## src/rtl/sio_irq_pkg.sv

```systemverilog
package sio_irq_pkg;

    localparam int NCH    = 2;
    localparam int CH_A   = 0;
    localparam int MODE_W = 2;
    localparam int PEND_W = 6;
    localparam int VEC_W  = 8;

    typedef enum logic [1:0] {
        SRC_NONE = 2'd0,
        SRC_TX   = 2'd1,
        SRC_RX   = 2'd2
    } src_e;

    typedef struct packed {
        logic [NCH-1:0]    rx_pend;
        logic [NCH-1:0]    tx_pend;
        logic [NCH-1:0]    rx_ius;
        logic [NCH-1:0]    tx_ius;
        logic [PEND_W-1:0] ipend;
        logic [VEC_W-1:0]  vec;
    } irq_state_t;

    function automatic logic [VEC_W-1:0] vec_code(input src_e src,
                                                  input logic is_a,
                                                  input logic hi);
        logic [VEC_W-1:0] v;
        case (src)
            SRC_RX:  v = is_a ? (hi ? 8'h30 : 8'h0C) : (hi ? 8'h20 : 8'h04);
            SRC_TX:  v = is_a ? (hi ? 8'h10 : 8'h08) : 8'h00;
            default: v = hi ? 8'h60 : 8'h06;
        endcase
        return v;
    endfunction

    function automatic int pend_bit(input logic is_a, input logic is_rx);
        int base;
        base = is_a ? 3 : 0;
        return base + (is_rx ? 2 : 1);
    endfunction

endpackage

```

## src/rtl/sio_irq_cond.sv

```systemverilog
module sio_irq_cond #(
    parameter int MODE_W = 2
) (
    input  logic              tx_en,
    input  logic              tx_pend,
    input  logic [MODE_W-1:0] rx_mode,
    input  logic              rx_pend,
    input  logic              brk_en,
    input  logic              brk_stat,
    output logic              req
);
    logic rx_on;

    always_comb begin
        rx_on = (rx_mode == MODE_W'(1)) || (rx_mode == MODE_W'(2));
        req   = (tx_en && tx_pend) || (rx_on && rx_pend) || (brk_en && brk_stat);
    end

endmodule

```

## src/rtl/sio_irq_core.sv

```systemverilog
module sio_irq_core
    import sio_irq_pkg::*;
(
    input  logic              clk,
    input  logic              rst,
    input  logic              status_hi,
    input  logic [NCH-1:0]    tx_int_en,
    input  logic [NCH-1:0]    rx_ev,
    input  logic [NCH-1:0]    tx_ev,
    input  logic [NCH-1:0]    data_rd,
    input  logic [NCH-1:0]    clr_tx,
    input  logic [NCH-1:0]    clr_ius,
    output logic [NCH-1:0]    rx_pend,
    output logic [NCH-1:0]    tx_pend,
    output logic [PEND_W-1:0] int_pend,
    output logic [VEC_W-1:0]  vector
);
    irq_state_t st_q, st_d;

    function automatic irq_state_t raise_rx(input irq_state_t s, input int c, input logic hi);
        irq_state_t r;
        logic       a;
        r = s;
        a = (c == CH_A);
        r.rx_pend[c] = 1'b1;
        r.rx_ius[c]  = 1'b1;
        r.ipend[pend_bit(a, 1'b1)] = 1'b1;
        r.vec = vec_code(SRC_RX, a, hi);
        return r;
    endfunction

    function automatic irq_state_t raise_tx(input irq_state_t s, input int c,
                                            input logic hi, input logic en);
        irq_state_t r;
        logic       a;
        r = s;
        a = (c == CH_A);
        r.tx_pend[c] = 1'b1;
        if (!r.rx_ius[c]) begin
            r.tx_ius[c] = 1'b1;
            if (en) begin
                r.ipend[pend_bit(a, 1'b0)] = 1'b1;
            end
            r.vec = vec_code(SRC_TX, a, hi);
        end
        return r;
    endfunction

    function automatic irq_state_t drop_rx(input irq_state_t s, input int c,
                                           input logic hi, input logic en);
        irq_state_t r;
        logic       a;
        r = s;
        a = (c == CH_A);
        r.rx_pend[c] = 1'b0;
        r.rx_ius[c]  = 1'b0;
        r.ipend[pend_bit(a, 1'b1)] = 1'b0;
        r.vec = vec_code(SRC_NONE, a, hi);
        if (r.tx_pend[c]) begin
            r = raise_tx(r, c, hi, en);
        end
        return r;
    endfunction

    function automatic irq_state_t drop_tx(input irq_state_t s, input int c, input logic hi);
        irq_state_t r;
        logic       a;
        r = s;
        a = (c == CH_A);
        r.tx_pend[c] = 1'b0;
        r.tx_ius[c]  = 1'b0;
        r.ipend[pend_bit(a, 1'b0)] = 1'b0;
        r.vec = vec_code(SRC_NONE, a, hi);
        if (r.rx_pend[c]) begin
            r = raise_rx(r, c, hi);
        end
        return r;
    endfunction

    function automatic irq_state_t release_ius(input irq_state_t s, input int c,
                                               input logic hi, input logic en);
        irq_state_t r;
        r = s;
        if (r.rx_ius[c]) begin
            r.rx_ius[c] = 1'b0;
            if (r.tx_pend[c]) begin
                r = raise_tx(r, c, hi, en);
            end
        end else if (r.tx_ius[c]) begin
            r.tx_ius[c] = 1'b0;
        end
        return r;
    endfunction

    always_comb begin
        st_d = st_q;
        for (int c = 0; c < NCH; c++) begin
            if (data_rd[c]) st_d = drop_rx(st_d, c, status_hi, tx_int_en[c]);
            if (clr_tx[c])  st_d = drop_tx(st_d, c, status_hi);
            if (clr_ius[c]) st_d = release_ius(st_d, c, status_hi, tx_int_en[c]);
            if (rx_ev[c])   st_d = raise_rx(st_d, c, status_hi);
            if (tx_ev[c])   st_d = raise_tx(st_d, c, status_hi, tx_int_en[c]);
        end
    end

    always_ff @(posedge clk) begin
        if (rst) begin
            st_q         <= '0;
            st_q.vec     <= vec_code(SRC_NONE, 1'b0, status_hi);
        end else begin
            st_q <= st_d;
        end
    end

    assign rx_pend  = st_q.rx_pend;
    assign tx_pend  = st_q.tx_pend;
    assign int_pend = st_q.ipend;
    assign vector   = st_q.vec;


    reset_vec_chk: assert property (@(posedge clk) disable iff (rst)
        $past(rst) |-> (vector == vec_code(SRC_NONE, 1'b0, $past(status_hi)) && int_pend == '0));

    for (genvar c = 0; c < NCH; c++) begin : g_chk

        rx_sets_ius_chk: assert property (@(posedge clk) disable iff (rst)
            rx_ev[c] |=> (st_q.rx_ius[c] && st_q.rx_pend[c]));


        tx_blocked_chk: assert property (@(posedge clk) disable iff (rst)
            (tx_ev == NCH'(1 << c) && st_q.rx_ius[c] &&
             (rx_ev | data_rd | clr_tx | clr_ius) == '0)
            |=> ($stable(vector) && $stable(int_pend) && st_q.tx_pend[c]));


        rd_clears_rx_chk: assert property (@(posedge clk) disable iff (rst)
            (data_rd[c] && !rx_ev[c]) |=> !st_q.rx_pend[c]);


        clr_tx_chk: assert property (@(posedge clk) disable iff (rst)
            (clr_tx[c] && !tx_ev[c]) |=> !st_q.tx_pend[c]);
    end

endmodule

```

## src/rtl/sio_irq_vector.sv

```systemverilog
module sio_irq_vector
    import sio_irq_pkg::*;
(
    input  logic                  clk,
    input  logic                  rst,
    input  logic                  status_hi,
    input  logic [NCH-1:0]        tx_int_en,
    input  logic [NCH*MODE_W-1:0] rx_mode,
    input  logic [NCH-1:0]        brk_int_en,
    input  logic [NCH-1:0]        brk_stat,
    input  logic [NCH-1:0]        rx_char_ev,
    input  logic [NCH-1:0]        tx_empty_ev,
    input  logic [NCH-1:0]        data_rd,
    input  logic [NCH-1:0]        clr_tx_cmd,
    input  logic [NCH-1:0]        clr_ius_cmd,
    output logic                  irq,
    output logic [PEND_W-1:0]     int_pend,
    output logic [VEC_W-1:0]      vector
);
    logic [NCH-1:0] rx_pend_w;
    logic [NCH-1:0] tx_pend_w;
    logic [NCH-1:0] chan_req;

    sio_irq_core i_core (
        .clk       (clk),
        .rst       (rst),
        .status_hi (status_hi),
        .tx_int_en (tx_int_en),
        .rx_ev     (rx_char_ev),
        .tx_ev     (tx_empty_ev),
        .data_rd   (data_rd),
        .clr_tx    (clr_tx_cmd),
        .clr_ius   (clr_ius_cmd),
        .rx_pend   (rx_pend_w),
        .tx_pend   (tx_pend_w),
        .int_pend  (int_pend),
        .vector    (vector)
    );

    for (genvar c = 0; c < NCH; c++) begin : g_chan
        sio_irq_cond #(.MODE_W(MODE_W)) i_cond (
            .tx_en    (tx_int_en[c]),
            .tx_pend  (tx_pend_w[c]),
            .rx_mode  (rx_mode[c*MODE_W +: MODE_W]),
            .rx_pend  (rx_pend_w[c]),
            .brk_en   (brk_int_en[c]),
            .brk_stat (brk_stat[c]),
            .req      (chan_req[c])
        );
    end

    assign irq = |chan_req;


    quiet_line_chk: assert property (@(posedge clk) disable iff (rst)
        (rx_pend_w == '0 && tx_pend_w == '0 && brk_stat == '0) |-> !irq);


    tx_req_chk: assert property (@(posedge clk) disable iff (rst)
        ((tx_pend_w & tx_int_en) != '0) |-> irq);

endmodule

```

## config.mk

```make
export PLATFORM = sky130hd
export DESIGN_NAME = sio_irq_vector
export DESIGN_NICKNAME = d
export VERILOG_FILES = /design/src/rtl/sio_irq_pkg.sv /design/src/rtl/sio_irq_cond.sv /design/src/rtl/sio_irq_core.sv /design/src/rtl/sio_irq_vector.sv
export SDC_FILE = /design/constraint.sdc
export NUM_CORES = 1
export LEC_CHECK = 0
export ABC_CLOCK_PERIOD_IN_PS = 1600
export CAP_MARGIN = 20
export CORE_MARGIN = 1.5
export CORE_UTILIZATION = 32
export CTS_CLUSTER_DIAMETER = 100
export DETAILED_ROUTE_END_ITERATION = 12
export GPL_TIMING_DRIVEN = 0
export PLACE_DENSITY = 0.62
export SLEW_MARGIN = 20
export SYNTH_ARGS = -nofsm -noshare
export SYNTH_HDL_FRONTEND = slang
export SYNTH_HIERARCHICAL = 1
export SYNTH_SLANG_ARGS = --single-unit
```

## constraint.sdc

```tcl
create_clock -name clk -period 1.6 [get_ports clk]
set_input_delay 0.32 -clock clk [delete_from_list [all_inputs] [get_ports clk]]
set_output_delay 0.32 -clock clk [all_outputs]
set_load 0.01 [all_outputs]
```

==> flow_metrics.py <==
metrics = {
    "outcome": {
        "status": "finished clean",
    },
    "worst_setup_path": {
        "cp.required_ns": 1.28,
        "endpoint_kind": "output pin",
        "critPathKind": "reg2out",
        "cp_max_fo": 2,
        "worst_setup_path_start_kind": "register",
        "cp.arrival_ns": 1.22,
    },
    "yosys": {
        "ys_seq_area_share_pct": 31.4,
        "syn_avg_cell_area_um2": 7.44,
        "synth_ff_type": "dfxtp_1",
        "synthTopCellsByArea": "dfxtp_1 31%, buf_4 12%, a21oi_1 7.0%",
        "yosys_warnings": 6,
        "syn_inst": 154,
        "synth_edf_count": 0,
        "yosys-top-cells-count": "18 x buf_4, 18 x dfxtp_1, 17 x nor2_1",
        "async_reset_ff_share_pct": 0,
        "ys_seq_elements": 18,
        "synth.distinct_cells": 37,
        "yosysTopAreaCellShare_pct": 31.4,
        "syn-cell-area_um2": 1150,
        "synth_top_area_cell": "dfxtp_1",
    },
    "cells_and_area": {
        "fin_cells": 242,
        "nets": 220,
        "drive_gt1_share_pct": 25.5,
        "areaGrowthSynthToFinish_pct": 43.1,
        "diodes": 0,
        "final_area_um2": 1640,
        "fin_util_pct": 48.4,
    },
    "grt": {
        "grt_usage_pct": 14.4,
        "grt-ovfl-total": 0,
        "grt_first_pass_wirelength_um": 4640,
        "grt_pass1_vias": 1094,
        "grt_max_degree": 11,
        "antenna_found_initial": 0,
    },
    "route": {
        "wire_per_inst_um": 11.4,
        "via_count": 1119,
        "drt_first_pass_iters": 4,
        "drc": 0,
        "drt-initial-drc-count": 40,
        "ant_nets": 0,
        "routed_wirelength_um": 2760,
        "vias_per_cell": 4.62,
    },
    "job": {
        "maxCapViolCount": 0,
    },
    "placed_design": {
        "dpl_cell_area_um2": 1540,
        "dp_worst_setup_slack_ns": -0.456,
        "gp_congestion": 0.808,
        "place_inst": 234,
        "port_buffers": 33,
        "hpwl_um": 2150,
    },
    "clock_network": {
        "htreeDepth": 1,
        "path_clk_slew_ns": 0.11,
        "clkLatencyLatePin_ns": 0.31,
        "clkSinkCount": 18,
        "clk_path_buf_depth": 2,
        "cts_made_buffers": 3,
        "cts_root_buffer": "clkbuf_4",
        "cts_tree": "built",
    },
    "floorplanning": {
        "rows": 21,
        "core_area_um2": 3390,
        "die_y_um": 62.8,
        "io_pins": 38,
        "dieArea_um2": 3950,
        "start_util_pct": 33.8,
        "die_w_um": 62.8,
    },
    "timing": {
        "hold_violations": 0,
        "fin_crit_ns": 1.54,
        "worst_slew_pin_slew_ns": 0.506,
        "setup-tns-final_ns": 0,
        "fin_crit_sh_pct": 96.5,
        "setup_ws_ns": 0.0566,
        "setup_viol": 0,
        "fmax_mhz": 648,
        "rsz0062_at_grt": "yes",
        "finalMaxSlewViolations": 0,
        "finClkSkew_ns": 0.0116,
        "relSlewSlack_pct": 66.3,
        "hold_slack_ns": 0.331,
    },
    "pwr": {
        "power_density_nw_per_um2": 649,
        "p_total_mw": 1.06,
        "power_leakage_nw": 0.828,
        "ir_drop_mv": 0.256,
    },
    "worst_hold_path": {
        "hold_path.class": "in2reg",
    },
}
==> sequential cells by signal (all words and copies together), names as in the netlist <==
name             count
i_core/rx_pend       2
i_core/vector        8
i_core/int_pend      4
i_core/tx_pend       2
i_core/st_q          2
==> layer usage <==
metal | GRT usage [%] | routed length (µm) | vias to the layer above
li1 | - | - | 588
met1 | 17.8 | 1330 | 500
met2 | 25.3 | 1290 | 26
met3 | 2.16 | 97 | 5
met4 | 5.00 | 45 | 0
met5 | 0 | 0 | -
==> placed cells by master (no fill, tap or decap), types with 2 or more instances in the layout <==
cell type / Yosys / layout
a21o_1: 2 / 2
a21oi_1: 16 / 16
a22oi_2: 0 / 2
and2_1: 2 / 2
and3_1: 3 / 3
buf_2: 1 / 2
buf_4: 18 / 22
clkbuf_2: 0 / 2
clkbuf_4: 0 / 3
clkdlybuf4s50_1: 0 / 8
conb_1: 1 / 2
dfxtp_1: 18 / 10
dfxtp_2: 0 / 5
dfxtp_4: 0 / 3
dlygate4sd2_1: 0 / 15
dlymetal6s2s_1: 0 / 9
inv_1: 9 / 8
nand2_1: 15 / 15
nand2b_1: 2 / 2
nand3_1: 5 / 5
nor2_1: 17 / 16
nor2_4: 1 / 2
nor2b_1: 3 / 3
o21ai_0: 11 / 10
o21ai_1: 5 / 6
or2_1: 2 / 2
or2_2: 2 / 2
xnor2_1: 2 / 2
==> critical path: stages, from the launching register on <==
cell and delay, ns:
dfxtp_2 0.34, a22oi_2 0.14, o21ai_1 0.08, or2_1 0.22, buf_2 0.14
==> cells by family after synthesis <==
logic type / after synthesis / share of synthesized area [%]
compound gates: 47 / 26.7
xor+xnor: 2 / 1.53
flops: 18 / 31.4
buf+inv: 32 / 17.1
simple gates: 54 / 22.8
other cells: 1 / 0.327
==> path summary, 6_finish.rpt <==
kind,from,end,slack [ns],cells past startpoint
min reg2reg,i_core/vector[3],i_core/vector[3],0.47,2
max,i_core/tx_pend[1],irq,0.06,4
min,clr_tx_cmd[1],i_core/int_pend[1],0.33,4
max reg2reg,i_core/rx_pend[0],i_core/vector[5],0.14,6
==> where the power goes <==
part           switching (mW)  internal [mW]
registers              0.0164          0.473
clock network           0.152          0.139
logic                   0.134          0.150
==> layout make-up <==
cell class / count / area (µm²)
multi-input cells: 105 / 611
clock buffers: 4 / 36.3
repair buffers: 40 / 382
inverters: 9 / 33.8
flip-flops and latches: 18 / 378
well taps: 46 / 57.6
fillers: 373 / 1750
plain buffers: 20 / 143
==> repair_timing <==
action	in CTS	in global routing
hold buffers	0	0
pin swaps	5	7
buffers inserted	2	5
setup endpoints to repair	18	12
hold endpoints to repair	0	0
resized for setup	30	19
Power figures use the tool's default switching activity.
